**src/rtl/tmr_wavegen.sv**
```systemverilog
module tmr_wavegen #(
  parameter int W = 8
) (
  input  logic         clk,
  input  logic         rst_n,
  input  logic         tick,
  input  logic         ctl_we,
  input  logic [7:0]   ctl_wdata,
  input  logic         ext_we,
  input  logic         ext_wdata,
  input  logic         cmp_we,
  input  logic [W-1:0] cmp_wdata,
  input  logic         cnt_we,
  input  logic [W-1:0] cnt_wdata,
  output logic [7:0]   ctl_rdata,
  output logic [W-1:0] cnt_q,
  output logic [W-1:0] cmp_active,
  output logic         wave_out,
  output logic         wave_oe,
  output logic         match_stb,
  output logic         ovf_stb
);
  localparam logic [W-1:0] MAXV = '1;

  logic [1:0]   act_q, wgl_q;
  logic         ext_q, blk_q, wave_q, ms_q, os_q, wave_d;
  logic [W-1:0] cnt_r, cmp_r, buf_r;

  wire [2:0]   wgm     = {ext_q, wgl_q};
  wire         pwm     = (wgm == 3'b011) || (wgm == 3'b111);
  wire         ctc     = (wgm == 3'b010);
  wire [W-1:0] top_v   = (wgm == 3'b111) ? cmp_r : MAXV;
  wire         hit     = tick && !blk_q && (cnt_r == cmp_r);
  wire         pwm_top = tick && pwm && (cnt_r == top_v);
  wire         ovf     = tick && (pwm ? (cnt_r == top_v) : (cnt_r == MAXV));
  wire         clr     = pwm_top || (ctc && hit);

  always_comb begin
    wave_d = wave_q;
    if (!pwm) begin
      if (hit) begin
        case (act_q)
          2'b01:   wave_d = !wave_q;
          2'b10:   wave_d = 1'b0;
          2'b11:   wave_d = 1'b1;
          default: wave_d = wave_q;
        endcase
      end
    end else begin
      case (act_q)
        2'b01:   if (ext_q && hit) wave_d = !wave_q;
        2'b10:   if (pwm_top) wave_d = 1'b1; else if (hit) wave_d = 1'b0;
        2'b11:   if (pwm_top) wave_d = 1'b0; else if (hit) wave_d = 1'b1;
        default: wave_d = wave_q;
      endcase
    end
  end

  always_ff @(posedge clk) begin
    if (!rst_n) begin
      act_q  <= '0;
      wgl_q  <= '0;
      ext_q  <= 1'b0;
      cnt_r  <= '0;
      cmp_r  <= '0;
      buf_r  <= '0;
      blk_q  <= 1'b0;
      wave_q <= 1'b0;
      ms_q   <= 1'b0;
      os_q   <= 1'b0;
    end else begin
      if (ctl_we) begin
        act_q <= ctl_wdata[7:6];
        wgl_q <= ctl_wdata[1:0];
      end
      if (ext_we) ext_q <= ext_wdata;

      if (cnt_we)     cnt_r <= cnt_wdata;
      else if (clr)   cnt_r <= '0;
      else if (tick)  cnt_r <= cnt_r + 1'b1;

      if (cnt_we)     blk_q <= 1'b1;
      else if (tick)  blk_q <= 1'b0;

      if (cmp_we) buf_r <= cmp_wdata;
      if (cmp_we && !pwm) cmp_r <= cmp_wdata;
      else if (pwm_top)   cmp_r <= buf_r;

      wave_q <= wave_d;
      ms_q   <= hit;
      os_q   <= ovf;
    end
  end

  assign ctl_rdata  = {act_q, 4'b0000, wgl_q};
  assign cnt_q      = cnt_r;
  assign cmp_active = cmp_r;
  assign wave_out   = wave_q;
  assign wave_oe    = |act_q;
  assign match_stb  = ms_q;
  assign ovf_stb    = os_q;
endmodule

```
**config.mk**
```make
export PLATFORM = sky130hd
export DESIGN_NAME = tmr_wavegen
export DESIGN_NICKNAME = d
export VERILOG_FILES = /design/src/rtl/tmr_wavegen.sv
export SDC_FILE = /design/constraint.sdc
export NUM_CORES = 1
export LEC_CHECK = 0
export BUFFER_PORTS_ARGS = -buffer_cell sky130_fd_sc_hd__buf_2
export CAP_MARGIN = 15
export CORE_MARGIN = 5
export CORE_UTILIZATION = 35
export CTS_CLUSTER_DIAMETER = 200
export CTS_CLUSTER_SIZE = 24
export DETAILED_ROUTE_END_ITERATION = 7
export GPL_ROUTABILITY_DRIVEN = 0
export HOLD_SLACK_MARGIN = 0.02
export PLACE_DENSITY = 0.62
export SYNTH_ARGS = -nofsm -noshare
export SYNTH_HDL_FRONTEND = slang
export SYNTH_SLANG_ARGS = --single-unit
```
**constraint.sdc**
```tcl
create_clock -name clk -period 2.3 [get_ports clk]
set_input_delay 0.46 -clock clk [delete_from_list [all_inputs] [get_ports clk]]
set_output_delay 0.46 -clock clk [all_outputs]
set_load 0.1 [all_outputs]
```
# Yosys cells after proc, flatten, opt, wreduce, memory -nomap -nowiden
# Index checks and enable logic that the tools add are counted.
dict set report totals {
  regBits 33
  latchBits 0
  ramBits 0
  rom_bits 0
  in_bits 32
  mem_count 0
}
dict set report op_classes {
  n_addsub 1
  mul 0
  div 0
  n_lt_le_gt_ge 0
  n_eq_ne 12
  n_shift 0
  muxes 18
  bitwise 0
  n_reduce_logical 20
}
# cell count
set op_table {}
lappend op_table {{$mux W8} 6}
lappend op_table {{$eq A8 B8 Y1} 2}
lappend op_table {{$mux W1} 10}
lappend op_table {{$ne A3 B3 Y1 const B} 3}
lappend op_table {{$add A8 B1 Y8 const B} 1}
lappend op_table {{$eq A8 B8 Y1 const B} 1}
lappend op_table {{$logic_and A1 B1 Y1} 8}
lappend op_table {{$eq A3 B2 Y1 const B} 2}
lappend op_table {{$pmux W1 S3} 2}
lappend op_table {{$reduce_bool A2 Y1} 3}
lappend op_table {{$reduce_bool A3 Y1} 2}
lappend op_table {{$reduce_and A5 Y1} 1}
lappend op_table {{$eq A2 B2 Y1 const B} 2}
lappend op_table {{$eq A3 B3 Y1 const B} 1}
lappend op_table {{$logic_not A1 Y1} 3}
lappend op_table {{$eq A2 B1 Y1 const B} 1}
lappend op_table {{$logic_or A1 B1 Y1} 2}
lappend op_table {{$reduce_or A2 Y1} 1}

# Depth between registers and ports, before layout
# Gate-level depths: netlist of run 1.
dict set report logic_depth {
  ltp_word 7
  ltp_mapped 7
  ltp_nobuf 7
}

# Least setup slack after synthesis of run 1
# Ideal clock, no wire load.
dict set report synth_timing {
  path_kind {register -> register}
  from {reg cnt_r[3] (netlist: cnt_q[3])}
  to {reg wave_q (netlist: wave_out)}
  setup_time_ns 0.078
  arrival_time_ns 2.392
  t_required_ns 2.222
  slack_ns -0.170
  stages_incl_launch_ff 7
  n_path_buf 0
  synth_period_minus_slack_ns 2.470
  path_cell_list {dfxtp_1 > inv_1 > a2111oi_2 > o2111a_2 > o21ai_1 > or3b_1 > a41oi_2}
}
dict set report synth_via {
  elab_chain_cells 5
  word_cells_on_any_way 14
}
# item line_no
set synth_lines {}
lappend synth_lines {{start, declared} 27} ;# logic [W-1:0] cnt_r, cmp_r, buf_r;
lappend synth_lines {{start signal, assigned} 78} ;# if (cnt_we) cnt_r <= cnt_wdata;
lappend synth_lines {{start signal, assigned} 80} ;# else if (tick) cnt_r <= cnt_r + 1'b1;
lappend synth_lines {{$eq A8 B8 Y1, on equally long branches} {34, 33}}
lappend synth_lines {{$logic_and A1 B1 Y1, on equally long branches} {34, 33}}
lappend synth_lines {{$mux W1, or another cell as far along} 53} ;# 2'b11: if (pwm_top) wave_d = 1'b0; else if (hit) wave_d = 1'b1;
lappend synth_lines {{$pmux W1 S3 or $ne A3 B3 Y1 (tied branches)} --}
lappend synth_lines {{$mux W1 or $reduce_and A5 Y1 (tied branches)} --}
lappend synth_lines {{end signal, assigned} 89} ;# wave_q <= wave_d;
lappend synth_lines {{end, declared} 26} ;# logic ext_q, blk_q, wave_q, ms_q, os_q, wave_d;
# Parallel ways exist; a longest one is shown, timed or not.
# A chain may end at the register's enable or synchronous reset.

# Final worst setup path of run 1
dict set report layout_timing {
  from {reg cnt_r[2] (netlist: cnt_q[2])}
  to {reg cnt_r[6] (netlist: cnt_q[6])}
}
dict set report layout_via {
  elab_chain_cells 6
  word_cells_on_any_way 11
}
# item
set layout_lines {}
lappend layout_lines {{parallel branches: the longest is 6 deep, another holds $add A8 B1 Y8}}
# Parallel ways; which one is timed is not known. The select of a mux whose other input is x is not followed.

==> results of run 1 <==
kinds of logic after synthesis:
kind of cell             count (synthesis)  synth area share (%)
other                                    1                0.2235
flip-flops                              33                 39.37
buffers and inverters                   23                 6.115
AO/OA/AOI/OAI                           50                 18.57
XOR/XNOR                                 3                 1.566
multiplexers                            22                 13.12
adder cells (fa/ha/maj)                  1                0.7456
AND/OR/NAND/NOR                         68                 20.28
final cells by class:
class	count	area, µm²
Clock buffer	6	82.58
Inverter	11	41.29
Tap cell	54	67.56
Fill cell	486	2597
Sequential cell	33	669.4
Timing Repair Buffer	53	270.3
Clock inverter	2	37.54
Multi-Input combinational cell	148	925.9
final timing paths:
kind / startpoint / end / slack (ns)
max: cnt_q[2] / cnt_q[6] / 0.47
min: ctl_wdata[1] / wgl_q[1] / 0.40
min reg2reg: buf_r[3] / buf_r[3] / 0.49
max reg2reg: cnt_q[2] / cnt_q[6] / 0.47
cells in the mapped netlist:
cell type | number | area, µm²
dfxtp_1 | 33 | 660.6
nor2_1 | 26 | 97.59
mux2i_1 | 22 | 220.2
a21oi_1 | 19 | 95.09
o21ai_0 | 17 | 85.08
nand3_1 | 11 | 55.05
inv_1 | 10 | 37.54
nor3_1 | 8 | 40.04
clkbuf_1 | 7 | 26.28
nand2b_1 | 5 | 31.28
buf_4 | 4 | 30.03
a221oi_1 | 3 | 26.28
and3_1 | 3 | 18.77
nand2_1 | 3 | 11.26
nand4_1 | 3 | 18.77
nor2b_1 | 3 | 18.77
o2111ai_1 | 3 | 26.28
xnor2_1 | 3 | 26.28
o21ai_1 | 2 | 10.01
a2111oi_2 | 1 | 15.01
a21boi_0 | 1 | 7.510
a222oi_1 | 1 | 10.01
a41oi_2 | 1 | 16.27
and2_1 | 1 | 6.260
and4b_1 | 1 | 10.01
buf_2 | 1 | 5.000
clkinv_1 | 1 | 3.750
conb_1 | 1 | 3.750
ha_1 | 1 | 12.51
nand3b_1 | 1 | 7.510
nand4b_1 | 1 | 8.760
o2111a_2 | 1 | 12.51
o21a_1 | 1 | 7.510
or2b_1 | 1 | 7.510
or3b_1 | 1 | 8.760
registers in the layout, summed over array words and instances (netlist names):
signal,count
act_q,2
blk_q,1
buf_r,8
cmp_active,8
cnt_q,8
ext_q,1
match_stb,1
ovf_stb,1
wave_out,1
wgl_q,2
layer usage:
layer	part of all wire, %	wire length [µm]	up-vias	global-route usage (%)
li1	-	-	817	-
met1	45	1904	727	17.35
met2	46	1958	43	22.56
met3	8.6	365	4	5.782
met4	0.54	23	0	4.639
met5	0	0	-	0
power groups by stage:
stage	Clock, µW	Sequential, µW	Combinational [µW]
after detailed placement	0	667	406
final	573	655	404
after global routing	617	660	431
after CTS	591	654	406
after global placement	0	667	404
after floorplan	0	834	159
critical path: cells and delay by family, from the launching register on:
kind             cells  cell delay [ns]
AND/OR/NAND/NOR      2             0.16
AO/OA/AOI/OAI        4             1.15
flip-flops           1             0.41
per-stage QoR:
step | std cells | util [%] | power [µW] | worst slack [ns]
after floorplan | 204 | - | 993.6 | 0.0003524
after global placement | 299 | 42.08 | 1071 | 0.4808
after detailed placement | 299 | 42.08 | 1073 | 0.4593
after CTS | 307 | 44.64 | 1652 | 0.4463
after global routing | 307 | 44.64 | 1708 | 0.3129
final | 307 | 44.64 | 1632 | 0.4715
==> impl_metrics.ini, run 1 <==
[run_status]
outcome = finished, final reports clean

[final_layout]
syn_to_final_growth_pct = 24.83
antenna_cells = 0
mostFrequentLayoutCells = buf_2 (51), nor2_1 (26), dfxtp_1 (26), mux2i_1 (22), a21oi_1 (19)
nets = 285
design_area_um2 = 2095
final_common_cell = buf_2
drive_gt1_share_pct = 28.06

[yosys]
yosysWarnings = 0
synth_seq_area_share_pct = 39.37
syn-cell-area_um2 = 1678
ys_seq_elements = 33
synthCells = 201
avgSynthCellArea_um2 = 8.348
synth_cell_types = 35

[pwr]
swShare_pct = 35.51
p_clk_share_pct = 35.1
pwr-share-comb_pct = 24.8
p_int_uw = 1053
cellPowerDensity_nw_per_um2 = 779.3
switching_power_uw = 579.6
ir_drop_uv = 381.0
power_leakage_uw = 0.0009794
p_seq_share_pct = 40.1

[clock_network]
clock_tree.root_cell = clkbuf_8
cts.sinks = 33
path_clk_slew_ns = 0.07
clock_latency_ns = 0.29
cts_max_path_buffers = 2
cts_tree = done
hold_buffers = 0
post_cts_buffers = 0
ctsHtreeMaxLevel = 2
cts_buffers = 5
post_cts_resized = 0

[grt]
grt_max_degree = 17
grt_overflow = 0
grt_use_total_pct = 14.17
antenna_found_initial = 0
grt_pass1_wl_um = 6927
grt_pass1_vias = 1474

[detailed_routing]
wirelength_um = 4251
drc_errors = 0
first_iter_violations = 89
vias_per_cell = 5.182
postRouteAntennaNets = 0
via_count = 1591
drt-pass1-iter-count = 4
avgRoutedWirePerCell_um = 13.85

[floorplan]
core_area_um2 = 4692
rows = 25
ios = 60
die_x_um = 79.24
die_h_um = 79.24
fp.dieArea_um2 = 6278
initial_core_util_pct = 35.76

[setup_path]
reg2reg_depth = 6
critPathLaunchType = flip-flop
cp_max_fo = 8
crit_slowest_cell = dfxtp_2
max_stage_delay_ns = 0.41
end_kind = flip-flop
required_ns = 2.47
worstPathArrival_ns = 2.00
crit_chain = nor2b_1 -> a2111oi_2 -> o2111a_2 -> o21ai_1 -> a221oi_1 -> nor2_1
critPathKind = reg -> reg

[sta]
rsz0062_at_grt = false
finalHoldViolCount = 0
fmax_mhz = 546.9
setup_viol = 0
period_share_pct = 79.50
hold_ws_ns = 0.4026
layout_min_cycle_time_ns = 1.828
slew_violations = 0
timing.slew.headroom_pct = 60.95
finClkSkew_ns = 0.003090
tightest_slew_ns = 0.5818
fin_tns_setup_ns = 0

[place]
dp_hpwl_um = 3196
placed_cell_area_um2 = 1974
numPortBuffers = 51

[worst_hold_path]
holdPathStages = 3
hold_class = in -> reg

[run]
cap_viol_max_count = 0
Note: power is estimated with default switching activity, not from simulation.
==> run 2, diff against run 1 <==
PLACE_DENSITY = 0.64   (was 0.62)
clock period = 1.65 ns   (was 2.3 ns; I/O delays follow)
==> run 2 against run 1 <==
  * The run now ends with negative setup slack left
  * Wire length increased by 18%
  * First-iteration DRC count increased by 10%
  * Via count increased by 9.7%
  * Critical path depth unchanged
  * Non-clock buffer count increased by 32
  * Register-to-register slack got worse by 0.58 ns
  * Sequential power increased by 37%
  * Critical endpoint is now wave_out
  * Largest power group unchanged
==> impl_metrics.ini, run 2 (same netlist as run 1, synthesis figures left out) <==
[clock_network]
cts_tree = done
cts_buffers = 5
hold_buffers = 0
ctsHtreeMaxLevel = 2
clock_tree.root_cell = clkbuf_8
cts.sinks = 33
clock_latency_ns = 0.28
cts_max_path_buffers = 2
path_clk_slew_ns = 0.07

[run_status]
violations = negative setup slack
outcome = complete, but fails checks

[final_layout]
final_common_cell = buf_2
design_area_um2 = 2547
drive_gt1_share_pct = 48.42
mostFrequentLayoutCells = buf_2 (50), buf_4 (29), nor2_1 (25), mux2i_1 (22)
nets = 317
antenna_cells = 0
syn_to_final_growth_pct = 51.83
fill_cells = 448

[detailed_routing]
via_count = 1745
drc_errors = 0
avgRoutedWirePerCell_um = 14.86
first_iter_violations = 98
drt-pass1-iter-count = 4
vias_per_cell = 5.147
postRouteAntennaNets = 0
wirelength_um = 5036

[worst_hold_path]
hold_class = in -> reg

[grt]
antenna_found_initial = 0
grt_use_total_pct = 16.00
grt_pass1_vias = 1684
grt_max_degree = 17
grt_pass1_wl_um = 7886
grt_overflow = 0

[pwr]
ir_drop_uv = 610.3
cellPowerDensity_nw_per_um2 = 917.9
power_leakage_uw = 0.001170

[place]
placed_cell_area_um2 = 2245
detailedPlace.worstSlack_ns = -0.1733
numPortBuffers = 51
dp_hpwl_um = 3566

[setup_path]
critPathKind = reg -> reg
critPathLaunchType = flip-flop
worstPathArrival_ns = 1.92
end_kind = flip-flop
required_ns = 1.81
cp_max_fo = 4

[floorplan]
ios = 60
rows = 25
die_h_um = 79.24
fp.dieArea_um2 = 6278
initial_core_util_pct = 35.76
die_x_um = 79.24
core_area_um2 = 4692

[sta]
setup_viol = 13
layout_min_cycle_time_ns = 1.757
fmax_mhz = 569.0
setup_slack_ns = -0.1074
finalHoldViolCount = 0
period_share_pct = 106.5
finClkSkew_ns = 0.005774
slew_violations = 0
rsz0062_at_grt = true

[run]
cap_viol_max_count = 0
-- run 2: changes by cell type in the layout (fill, tap and decap cells not counted), sizes merged --
cell	before	now
inv	10	9
clkbuf	6	7
clkinv	1	2
buf	53	84
-- run 2: critical path, cell delays in order (launching register included) --
cell and delay, ns:
dfxtp_4 0.34, nor2b_4 0.13, a2111oi_4 0.30, o2111a_2 0.31, and3_4 0.20, mux2i_1 0.22
a41oi_2 0.13
-- run 2: routing by layer --
| layer | up-vias | GRT usage [%] | share of wire (%) |
|---|---|---|---|
| li1 | 878 | - | - |
| met1 | 818 | 20.25 | 46 |
| met2 | 44 | 26.26 | 48 |
| met3 | 5 | 4.082 | 5.0 |
| met4 | 0 | 5.670 | 0.79 |
| met5 | - | 0 | 0 |
-- run 2: worst paths after layout --
kind | start | to | slack (ns) | cells after the start
min | ctl_wdata[7] | act_q[1] | 0.28 | 3
max | cmp_active[2] | wave_out | -0.11 | 6
min reg2reg | buf_r[7] | buf_r[7] | 0.50 | 2
max reg2reg | cmp_active[2] | wave_out | -0.11 | 6
-- run 2: timing repair --
item / in CTS / in global routing
setup buffers: 4 / 0
setup endpoints to repair: 18 / 19
resized for setup: 11 / 23
pin swaps: 3 / 16
-- run 2: metrics by stage --
step / hold WS [ns] / total power [µW] / utilization, % / setup TNS [ns] / cells
after floorplan: 0.4584 / 1382 / - / -2.015 / 204
after global placement: 0.4745 / 1547 / 47.84 / -1.280 / 327
after detailed placement: 0.4829 / 1551 / 47.84 / -1.412 / 327
after CTS: 0.2784 / 2317 / 52.08 / -0.4668 / 339
after global routing: 0.2820 / 2444 / 54.29 / -1.727 / 339
final: 0.2828 / 2338 / 54.29 / -0.4719 / 339
-- run 2: layout make-up --
cell class | count | area (µm²) | area share (%)
flip-flops and latches | 33 | 725.7 | 28.49
clock inverters | 2 | 35.03 | 1.375
inverters | 11 | 45.04 | 1.768
clock buffers | 6 | 72.57 | 2.849
well taps | 54 | 67.56 | 2.652
repair buffers | 85 | 531.8 | 20.87
multi-input cells | 148 | 1070 | 41.99
-- run 2: report_power, final --
| group | switching, µW | total, µW | internal, µW | leakage, µW |
|---|---|---|---|---|
| sequential | 57.2 | 900 | 843 | 0.000284 |
| clock | 295 | 743 | 448 | 0.0000552 |
| combinational | 495 | 695 | 200 | 0.000831 |
| total | 848 | 2340 | 1490 | 0.00117 |
==> run 3, diff against run 2 <==
SKIP_CTS_REPAIR_TIMING = 1   (was not set)
==> run 3 against run 2 <==
  * The run still ends with negative setup slack left
  * Count of clock-buffer cells in the layout stayed put
  * Non-clock buffer count decreased by 2
  * Worst hold slack worse by 0.0021 ns
  * Final cell count down 0.59%
  * Power is 1.0% lower
  * Maximum frequency shrank 0.89%
  * Setup slack got worse by 0.016 ns
  * Critical endpoint unchanged
  * Clock skew down 0.00068 ns
  * Global-route usage fell by 0.79 points
==> impl_metrics.ini, run 3 (same netlist as run 1, synthesis figures left out) <==
[setup_path]
reg2reg_depth = 6
rrSetupSlack_ns = -0.12
required_ns = 1.86
critPathLaunch = cmp_active[2]
crit_path_end = wave_out
max_stage_delay_ns = 0.37
end_kind = flip-flop
crit_chain = nor2b_4 -> a2111oi_4 -> o2111a_2 -> o21ai_2 -> or3b_1 -> a41oi_2
worstPathArrival_ns = 1.98
cp_max_fo = 4
rr_endpoint = wave_out
critPathLaunchType = flip-flop
critPathKind = reg -> reg
crit_slowest_cell = or3b_1
rr_startpoint = cmp_active[2]

[pwr]
cellPowerDensity_nw_per_um2 = 939.3
pwr-share-comb_pct = 28.9
total_power_uw = 2314
p_clk_share_pct = 32.2
ir_drop_uv = 602.4
p_seq_share_pct = 38.9
power_leakage_uw = 0.001145
p_int_uw = 1481
switching_power_uw = 833.3
swShare_pct = 36.01

[final_layout]
antenna_cells = 0
mostFrequentLayoutCells = buf_2 (50), buf_4 (30), nor2_1 (25), mux2i_1 (22), a21oi_1 (19)
drive_gt1_share_pct = 44.88
syn_to_final_growth_pct = 46.83
design_area_um2 = 2464
final_common_cell = buf_2
fill_cells = 451
multi_input_area_um2 = 1012
regArea_um2 = 725.7
nets = 315

[grt]
grt_max_degree = 17
grt_use_total_pct = 15.22
grt_pass1_wl_um = 7527
antenna_found_initial = 0
grt_pass1_vias = 1602
grt_overflow = 0

[sta]
finalHoldViolCount = 0
rsz0062_at_grt = true
setup_slack_ns = -0.1232
setup_viol = 10
slew_violations = 0
period_share_pct = 107.5
finClkSkew_ns = 0.005095
layout_min_cycle_time_ns = 1.773
fmax_mhz = 564.0
fin_tns_setup_ns = -0.7508

[place]
numPortBuffers = 51
dp_hpwl_um = 3566
detailedPlace.worstSlack_ns = -0.1733
placed_cell_area_um2 = 2245

[detailed_routing]
first_iter_violations = 76
drc_errors = 0
drt-pass1-iter-count = 5
via_count = 1752
wirelength_um = 4785
postRouteAntennaNets = 0
vias_per_cell = 5.199
avgRoutedWirePerCell_um = 14.20

[clock_network]
ctsHtreeMaxLevel = 2
path_clk_slew_ns = 0.07
cts.sinks = 33
clock_tree.root_cell = clkbuf_8
cts_max_path_buffers = 2
cts_buffers = 5
cts_tree = done
clock_latency_ns = 0.28

[run_status]
violations = negative setup slack
outcome = complete, but fails checks

[worst_hold_path]
hold_class = in -> reg

[floorplan]
die_h_um = 79.24
ios = 60
core_area_um2 = 4692
rows = 25
fp.dieArea_um2 = 6278
die_x_um = 79.24
initial_core_util_pct = 35.76

[run]
cap_viol_max_count = 0
[run 3: worst max-delay path: cells and delay by family (launching register included)]
| kind | cells | cell delay (ns) |
|---|---|---|
| simple gates | 2 | 0.50 |
| compound gates | 4 | 0.85 |
| flops | 1 | 0.35 |
[run 3: layer usage]
layer  share of wire (%)  wire, µm  up-vias  GRT usage, %
met5                   0         0        -             0
met4                0.75        36        0         5.155
met3                 5.1       246        4         4.082
met2                  47      2247       51         24.24
met1                  47      2256      822         19.83
li1                    -         -      875             -
[run 3: final cells by class]
class,instances,area share [%]
clock buffers,6,2.946
multi-input cells,148,41.09
flip-flops and latches,33,29.46
repair buffers,83,20.52
well taps,54,2.743
clock inverters,2,1.422
inverters,11,1.828
[run 3: metrics by stage]
stage                     utilization (%)  instances  hold WS, ns
final                               52.51        337       0.2807
after detailed placement            47.84        327       0.4829
after floorplan                         -        204       0.4584
after CTS                           50.13        335       0.2784
after global routing                52.51        337       0.2820
after global placement              47.84        327       0.4745
[run 3: worst min-delay path by stage]
| stage | to | from | slack [ns] | cells after the start |
|---|---|---|---|---|
| 6_report | act_q[1] | ctl_wdata[7] | 0.28 | 3 |
| 5_1_grt | buf_r[7] | cmp_wdata[7] | 0.28 | 3 |
| 4_1_cts | act_q[1] | ctl_wdata[7] | 0.28 | 3 |
| 3_5_place_dp | buf_r[3] | buf_r[3] | 0.48 | 2 |
| 3_3_place_gp | buf_r[0] | buf_r[0] | 0.47 | 2 |
| 2_1_floorplan | cmp_active[0] | rst_n | 0.46 | 2 |
[run 3: power by group through the flow]
| stage | combinational (µW) | sequential, µW | clock [µW] |
|---|---|---|---|
| after detailed placement | 640 | 912 | 0 |
| after floorplan | 223 | 1160 | 0 |
| after global routing | 708 | 908 | 804 |
| after global placement | 636 | 911 | 0 |
| after CTS | 641 | 894 | 756 |
| final | 668 | 900 | 746 |
